File: src/rtl/evctr_pkg.sv
package evctr_pkg;
   typedef enum logic [1:0] {
      OP_HOLD  = 2'd0,
      OP_INC   = 2'd1,
      OP_DEC   = 2'd2
   } evctr_op_e;

   localparam int unsigned CH_UP = 0;
   localparam int unsigned CH_DN = 1;
   localparam int unsigned N_CH  = 2;
endpackage

File: src/rtl/evctr_edge.sv
module evctr_edge #(
   parameter int unsigned N_IN = 2
) (
   input  logic            clk,
   input  logic            rst_n,
   input  logic [N_IN-1:0] lvl,
   output logic [N_IN-1:0] rise
);
   if (N_IN < 1) begin : g_chk
      $error("evctr_edge: N_IN must be at least 1");
   end

   for (genvar i = 0; i < N_IN; i++) begin : g_ch
      logic prev_q;
      // Reset high so a level already asserted at release is not a new event.
      always_ff @(posedge clk or negedge rst_n) begin
         if (!rst_n) prev_q <= 1'b1;
         else        prev_q <= lvl[i];
      end
      assign rise[i] = lvl[i] & ~prev_q;

      p_single_rise_r3: assert property (@(posedge clk) disable iff (!rst_n)
         rise[i] |=> !rise[i]);
   end
endmodule

File: src/rtl/evctr_step.sv
module evctr_step
   import evctr_pkg::*;
#(
   parameter int unsigned CNT_W = 16
) (
   input  logic [CNT_W-1:0] cur,
   input  evctr_op_e        op,
   output logic [CNT_W-1:0] nxt
);
   localparam logic [CNT_W-1:0] MAX_V = {1'b0, {(CNT_W-1){1'b1}}};
   localparam logic [CNT_W-1:0] MIN_V = {1'b1, {(CNT_W-1){1'b0}}};
   localparam logic [CNT_W-1:0] ONE_V = {{(CNT_W-1){1'b0}}, 1'b1};

   always_comb begin
      nxt = cur;
      unique case (op)
         OP_INC:  if (cur != MAX_V) nxt = cur + ONE_V;
         OP_DEC:  if (cur != MIN_V) nxt = cur - ONE_V;
         default: nxt = cur;
      endcase
   end
endmodule

File: src/rtl/evctr_flags.sv
module evctr_flags #(
   parameter int unsigned CNT_W = 16
) (
   input  logic [CNT_W-1:0] cur,
   input  logic [CNT_W-1:0] lim,
   output logic             ge_lim,
   output logic             le_zero
);
   logic signed [CNT_W-1:0] cur_s;
   logic signed [CNT_W-1:0] lim_s;

   assign cur_s   = cur;
   assign lim_s   = lim;
   assign ge_lim  = (cur_s >= lim_s);
   assign le_zero = cur[CNT_W-1] | (cur == '0);
endmodule

File: src/rtl/updown_event_counter.sv
module updown_event_counter
   import evctr_pkg::*;
#(
   parameter int unsigned CNT_W = 16
) (
   input  logic             clk,
   input  logic             rst_n,
   input  logic             clr,
   input  logic             load,
   input  logic             cnt_up,
   input  logic             cnt_dn,
   input  logic [CNT_W-1:0] preset,
   output logic [CNT_W-1:0] count,
   output logic             at_preset,
   output logic             at_floor
);
   localparam logic [CNT_W-1:0] MAX_V = {1'b0, {(CNT_W-1){1'b1}}};
   localparam logic [CNT_W-1:0] MIN_V = {1'b1, {(CNT_W-1){1'b0}}};

   if (CNT_W < 2) begin : g_chk_w
      $error("updown_event_counter: CNT_W must be at least 2");
   end

   logic [N_CH-1:0]  lvl;
   logic [N_CH-1:0]  rise;
   evctr_op_e        op;
   logic [CNT_W-1:0] stepped;
   logic [CNT_W-1:0] cnt_q;

   assign lvl[CH_UP] = cnt_up;
   assign lvl[CH_DN] = cnt_dn;

   evctr_edge #(.N_IN(N_CH)) u_edge (
      .clk   (clk),
      .rst_n (rst_n),
      .lvl   (lvl),
      .rise  (rise)
   );

   always_comb begin
      unique case ({rise[CH_DN], rise[CH_UP]})
         2'b01:   op = OP_INC;
         2'b10:   op = OP_DEC;
         default: op = OP_HOLD;
      endcase
   end

   evctr_step #(.CNT_W(CNT_W)) u_step (
      .cur (cnt_q),
      .op  (op),
      .nxt (stepped)
   );

   always_ff @(posedge clk or negedge rst_n) begin
      if (!rst_n)    cnt_q <= '0;
      else if (clr)  cnt_q <= '0;
      else if (load) cnt_q <= preset;
      else           cnt_q <= stepped;
   end

   evctr_flags #(.CNT_W(CNT_W)) u_flags (
      .cur     (cnt_q),
      .lim     (preset),
      .ge_lim  (at_preset),
      .le_zero (at_floor)
   );

   assign count = cnt_q;

   p_clr_zero_r1: assert property (@(posedge clk) disable iff (!rst_n)
      clr |=> (count == '0));
   p_load_copy_r2: assert property (@(posedge clk) disable iff (!rst_n)
      (!clr && load) |=> (count == $past(preset)));
   p_inc_one_r3: assert property (@(posedge clk) disable iff (!rst_n)
      (!clr && !load && rise[CH_UP] && !rise[CH_DN] && count != MAX_V)
      |=> (count == $past(count) + 1'b1));
   p_dec_one_r4: assert property (@(posedge clk) disable iff (!rst_n)
      (!clr && !load && rise[CH_DN] && !rise[CH_UP] && count != MIN_V)
      |=> (count == $past(count) - 1'b1));
   p_both_hold_r5: assert property (@(posedge clk) disable iff (!rst_n)
      (!clr && !load && rise[CH_UP] && rise[CH_DN]) |=> $stable(count));
   p_sat_max_r8: assert property (@(posedge clk) disable iff (!rst_n)
      (!clr && !load && count == MAX_V && !rise[CH_DN]) |=> (count == MAX_V));
   p_sat_min_r8: assert property (@(posedge clk) disable iff (!rst_n)
      (!clr && !load && count == MIN_V && !rise[CH_UP]) |=> (count == MIN_V));
endmodule

File: config.mk
export PLATFORM = sky130hd
export DESIGN_NAME = updown_event_counter
export DESIGN_NICKNAME = d
export VERILOG_FILES = /design/src/rtl/evctr_pkg.sv /design/src/rtl/evctr_edge.sv /design/src/rtl/evctr_step.sv /design/src/rtl/evctr_flags.sv /design/src/rtl/updown_event_counter.sv
export SDC_FILE = /design/constraint.sdc
export NUM_CORES = 1
export LEC_CHECK = 0
export CAP_MARGIN = 10
export CORE_MARGIN = 3
export CORE_UTILIZATION = 50
export CTS_BUF_LIST = sky130_fd_sc_hd__clkbuf_8
export DETAILED_ROUTE_END_ITERATION = 6
export PLACE_DENSITY = 0.73
export SLEW_MARGIN = 20
export SYNTH_ARGS = -nofsm -noshare
export SYNTH_HDL_FRONTEND = slang
export SYNTH_SLANG_ARGS = --single-unit
File: constraint.sdc
create_clock -name clk -period 4.1 [get_ports clk]
set_input_delay 0.82 -clock clk [delete_from_list [all_inputs] [get_ports clk]]
set_output_delay 0.82 -clock clk [all_outputs]
set_load 0.01 [all_outputs]
Word level (Yosys, flattened, before mapping)
Cells that the tools add are included.

cells by class
  mux-type cells = 6
  multiply operators = 0
  reduce and logical (&&, ||, !) cells = 3
  divide/modulo/power cells = 0
  bitwise operators = 5
  equality and inequality tests = 8
  order comparisons = 1
  shifts and indexed selects = 0
  $add $sub $neg = 2

operators with widths
  operator                 number
  $mux W16                 4
  $pmux W16 S2             1
  $add A16 B1 Y16 const B  1
  $ge A16 B16 Y1           1
  $logic_not A16 Y1        1
  $ne A16 B15 Y1 const B   1
  $ne A16 B16 Y1 const B   1
  $sub A16 B1 Y16 const B  1
  $ne A4 B3 Y1 const B     2
  $eq A2 B1 Y1 const B     2
  $eq A2 B2 Y1 const B     2
  $pmux W2 S2              1
  $reduce_bool A4 Y1       1
  $reduce_and A3 Y1        1
  $and A1 B1 Y1            2
  $not A1 Y1               2
  $or A1 B1 Y1             1

storage, ports and cells
  bits in read-only memories = 0
  memories kept = 0
  memory bits (writable) = 0
  bits in latches = 0
  register bits = 18
  word-level logic and storage cells = 28

Depth between registers and ports, before layout
  depth after elaboration = 8
  mapped depth = 17
  mapped depth without buffers = 12

Modules after synthesis
Synthesis repeated with hierarchy kept, for this count alone.

second synthesis, totals
  cells, all modules = 309
  area total of the unflattened synthesis = 2468.6 um2

modules (own cells, without submodules)
  module                times used  cells each  area an instance (um2)
  evctr_step            1           191         1270.0
  updown_event_counter  1           54          673.1
  evctr_flags           1           60          445.4
  evctr_edge            1           4           80.1

Least setup slack after synthesis
No wires, ideal clock.

  path kind = input-to-reg
  start = input cnt_dn
  end = register cnt_q[14] (netlist: count[14])
  arrival = 3611 ps
  cell stages on the path = 16
  setup time = 84 ps
  buffers on the path = 5
  path slack = 406 ps
  path through = nor2b_1 > ha_1 > buf_4 > buf_2 > buf_2 > buf_4 > xor2_1 > ha_1 > nand4bb_1 > and4_1 > clkbuf_1 > o211ai_1 > nand3_2 > mux2i_1 > or3_1 > a41oi_2

on the way
  longest elaborated chain between the ends = 7
  elaborated cells between the ends (all ways) = 13
  classes of those cells = 6 x eq/ne; 4 x mux; 1 x bitwise; 2 x reduce/logical

ends and longest elaborated chain
  item                                                 line                        source
  from (decl)                                          updown_event_counter.sv:11  input logic cnt_dn,
  $and A1 B1 Y1 *                                      evctr_edge.sv:20            assign rise[i] = lvl[i] & ~prev_q;
  $eq A2 B2 Y1 / $eq A2 B1 Y1 (equally long branches)  updown_event_counter.sv:41  unique case ({rise[CH_DN], rise[CH_UP]})
  $pmux W2 S2 *                                        updown_event_counter.sv:41
  $eq A2 B2 Y1 / $eq A2 B1 Y1 (equally long branches)  evctr_step.sv:16            unique case (op)
  $pmux W16 S2                                         evctr_step.sv:16
  $mux W16                                             updown_event_counter.sv:57  else if (load) cnt_q <= preset;
  $mux W16                                             updown_event_counter.sv:56  else if (clr) cnt_q <= '0;
  to (signal assigned)                                 updown_event_counter.sv:57
  to (signal assigned)                                 updown_event_counter.sv:58  else cnt_q <= stepped;
  to (decl)                                            updown_event_counter.sv:28  logic [CNT_W-1:0] cnt_q;

Every way passes the cells marked *; elsewhere a longest branch is shown, timed or not.
A chain may end at the register's enable or synchronous reset.

Worst setup path in the final report
  start = input preset[0]
  end = output at_preset

on the way
  longest elaborated chain between the ends = 1

ends and longest elaborated chain
  item            line                        source
  from (decl)     updown_event_counter.sv:12  input logic [CNT_W-1:0] preset,
  $ge A16 B16 Y1  evctr_flags.sv:14           assign ge_lim = (cur_s >= lim_s);
  to (decl)       updown_event_counter.sv:14  output logic at_preset,

Every way passes these cells.

==> results.json <==
{
  "clkLatencyLatePin_ns": 0.25,
  "final_nets": 387,
  "syn_to_final_growth_pct": 15.0,
  "gr-total-overflow": 0,
  "numCtsBuffers": 3,
  "ys.flop_type": "dfrtp_1",
  "status": "complete, no violations",
  "grt_pass1_wl_um": 11100,
  "root_buffer": "clkbuf_8",
  "synth_area_leaders": "dfrtp_1 (16%), ha_1 (9.9%), a21oi_1 (4.2%)",
  "ys_warn_count": 0,
  "cts_resized": 0,
  "synth.avg_cell_area_um2": 7.82,
  "critPathMaxFanout": 2,
  "vdd_drop_max_mv": 0.176,
  "post_cts_buffers": 0,
  "rsz0062_at_grt": "false",
  "met3_usage": 0.0164,
  "finalSetupTns_ns": 0,
  "synth_area_leader_cell": "dfrtp_1",
  "fin_crit_sh": 0.953,
  "tightest_slew_ns": 0.880,
  "pin_count": 40,
  "critPathKind": "in -> out",
  "num-fill-cells": 441,
  "dp_hpwl_um": 4930,
  "hold_class": "reg -> reg",
  "p_leak_nw": 1.24,
  "via_count": 2448,
  "preCtsSetupSlack_ns": 0.170,
  "htree_levels": 1,
  "drive_above_1_share": 0.0785,
  "netlist_instances": 322,
  "dr.pass1.iters": 4,
  "cp.arrival_ns": 3.09,
  "gp_congestion": 0.880,
  "cts_tree": "built",
  "power_density_nw_per_um2": 246,
  "slew_headroom": 0.412,
  "cpMostUsedCell": "a21o_1",
  "synth_fp_nets": 364,
  "postRouteAntennaNets": 0,
  "via_per_inst": 5.96,
  "grt_use_met2": 0.337,
  "cts_hold_repair.buffers": 0,
  "port_buffers": 39,
  "wl_per_cell_um": 16.1,
  "drv_slew": 0,
  "coreArea_um2": 4790,
  "start_util": 0.526,
  "cp-start-kind": "input pin",
  "cp-end-kind": "primary output",
  "grt_pass1_vias": 2234,
  "max_stage_delay_ns": 0.47,
  "die_y_um": 77.0,
  "min_period_ns": 3.91,
  "synth_edf_count": 0,
  "cpMaxStageDelayCell": "clkdlybuf4s50_1",
  "use_met1": 0.346,
  "grt_start_max_net_pins": 34,
  "drc": 0,
  "clock_sinks": 18,
  "die_w_um": 77.0,
  "p_total_uw": 712,
  "fin_skew_ns": 0.00176,
  "crit_chain": "clkdlybuf4s50_1 -> ha_1 -> nand2b_1 -> a21o_1 -> a21o_1 -> a21o_1 -> a21oi_1 -> o21ai_0 -> o21a_1 -> clkdlybuf4s50_1",
  "yosys_register_bits": 18,
  "grt_util_all_layers": 0.225,
  "antenna_found_initial": 0,
  "clock_path_buffers": 2,
  "synth_cell_types": 66,
  "synthArstFlopShare": 1.00,
  "yosysTopAreaCellShare": 0.159,
  "rows": 25,
  "drt-initial-drc-count": 308,
  "setup_ws_ns": 0.194,
  "critPathTopFamily": "compound AO/OA/AOI/OAI gates",
  "yosysSeqAreaShare": 0.180,
  "max_freq_ghz": 0.256,
  "antenna_cells": 0,
  "dieArea_um2": 5920,
  "cp.required_ns": 3.28,
  "setup_violations": 0,
  "hold_viol": 0,
  "path_buf_inv": 2,
  "clkTransAtPathRegs_ns": 0.08,
  "route.final.wire_length_um": 6610,
  "busiest_layer": "met1",
  "cap_violations": 0,
  "synth_area_um2": 2520
}
-- synthesized netlist by cell type, drive strengths merged, types with 2 or more instances --
cell type and n:
nand2 27, inv 25, nor2 24, a21oi 21, ha 20, buf 19
dfrtp 16, o21ai 13, nor3 12, xnor2 11, a22oi 10, a21o 9
clkbuf 8, o211ai 8, a211oi 7, nand3 6, nand4 6, nor2b 6
nor4 6, nand3b 5, a31oi 4, and3 4, mux2i 4, or3 4
xor2 4, nand2b 3, o22ai 3, o31a 3, a211o 2, a22o 2
a32oi 2, a41oi 2, dfstp 2, o21bai 2, o32ai 2, or2 2
or4 2
-- power by group --
part | internal (mW) | leakage (nW) | switching, mW | total [mW]
Combinational | 0.157 | 0.984 | 0.156 | 0.313
Sequential | 0.193 | 0.231 | 0.0552 | 0.248
Clock | 0.0853 | 0.0288 | 0.0651 | 0.150
-- sequential cells by signal (all words and copies together) (netlist names) --
| register | cells |
|---|---|
| count | 16 |
| u_edge.g_ch.prev_q | 2 |
-- layer usage --
layer | up-vias | routed length, um
li1 | 1225 | -
met1 | 1132 | 3280
met2 | 87 | 2910
met3 | 4 | 371
met4 | 0 | 50
met5 | - | 0
-- through the flow --
stage,cells,utilization,area [um^2],hold WS (ns)
2_1_floorplan,322,-,2520,0.524
3_3_place_gp,407,0.593,2840,0.725
3_5_place_dp,407,0.593,2840,0.730
4_1_cts,411,0.605,2900,0.742
5_1_grt,411,0.605,2900,0.776
6_report,411,0.605,2900,0.741
-- placed cells by master, fill, tap and decap left out, types with 5 or more instances in the layout --
cell	instances
a211oi_1	6
a21o_1	9
a21oi_1	21
a22oi_1	9
buf_4	6
clkdlybuf4s50_1	39
dfrtp_1	16
ha_1	20
inv_1	25
nand2_1	27
nand3_1	5
nand3b_1	5
nand4_1	5
nor2_1	24
nor2b_1	6
nor3_1	12
o211ai_1	8
o21ai_0	10
xnor2_1	11
-- cells by family (layout without fill, tap and decap cells) --
family / Yosys count / after routing / share of synthesized area
multiplexers: 5 / 5 / 0.0204
XOR/XNOR: 15 / 15 / 0.0522
AO/OA/AOI/OAI: 97 / 97 / 0.281
AND/OR/NAND/NOR: 115 / 115 / 0.251
buffers and inverters: 52 / 74 / 0.115
adder cells (fa/ha/maj): 20 / 20 / 0.0994
flip-flops: 18 / 18 / 0.180
-- worst register-to-register path, cell delays in order, from the launching register on --
cell     delay, ns
dfstp_2       0.36
nor2b_1       0.25
ha_1          0.27
buf_4         0.17
and3b_1       0.18
o21ai_1       0.28
a22oi_2       0.18
or2_2         0.36
o22ai_1       0.17
mux2i_1       0.33
a21oi_1       0.10
-- area by class of cell --
class                      instances  area [um^2]  area share
multi-input combinational        252         1770       0.613
sequential                        18          453       0.156
timing repair buffer              45          435       0.150
inverter                          25         93.8      0.0324
tap                               67         83.8      0.0290
clock buffer                       4         55.1      0.0190
-- final timing paths --
path,from,endpoint,slack [ns],cells past startpoint
hold / removal,count[0],count[0],0.74,2
min in group asynchronous,rst_n,count[14],1.06,1
setup reg to reg,u_edge.g_ch[1].prev_q,count[15],1.30,10
max in group asynchronous,rst_n,count[4],2.50,1
setup / recovery,preset[0],at_preset,0.19,10
hold reg to reg,count[0],count[0],0.74,2
No activity file was read; power rests on OpenSTA's default activity.
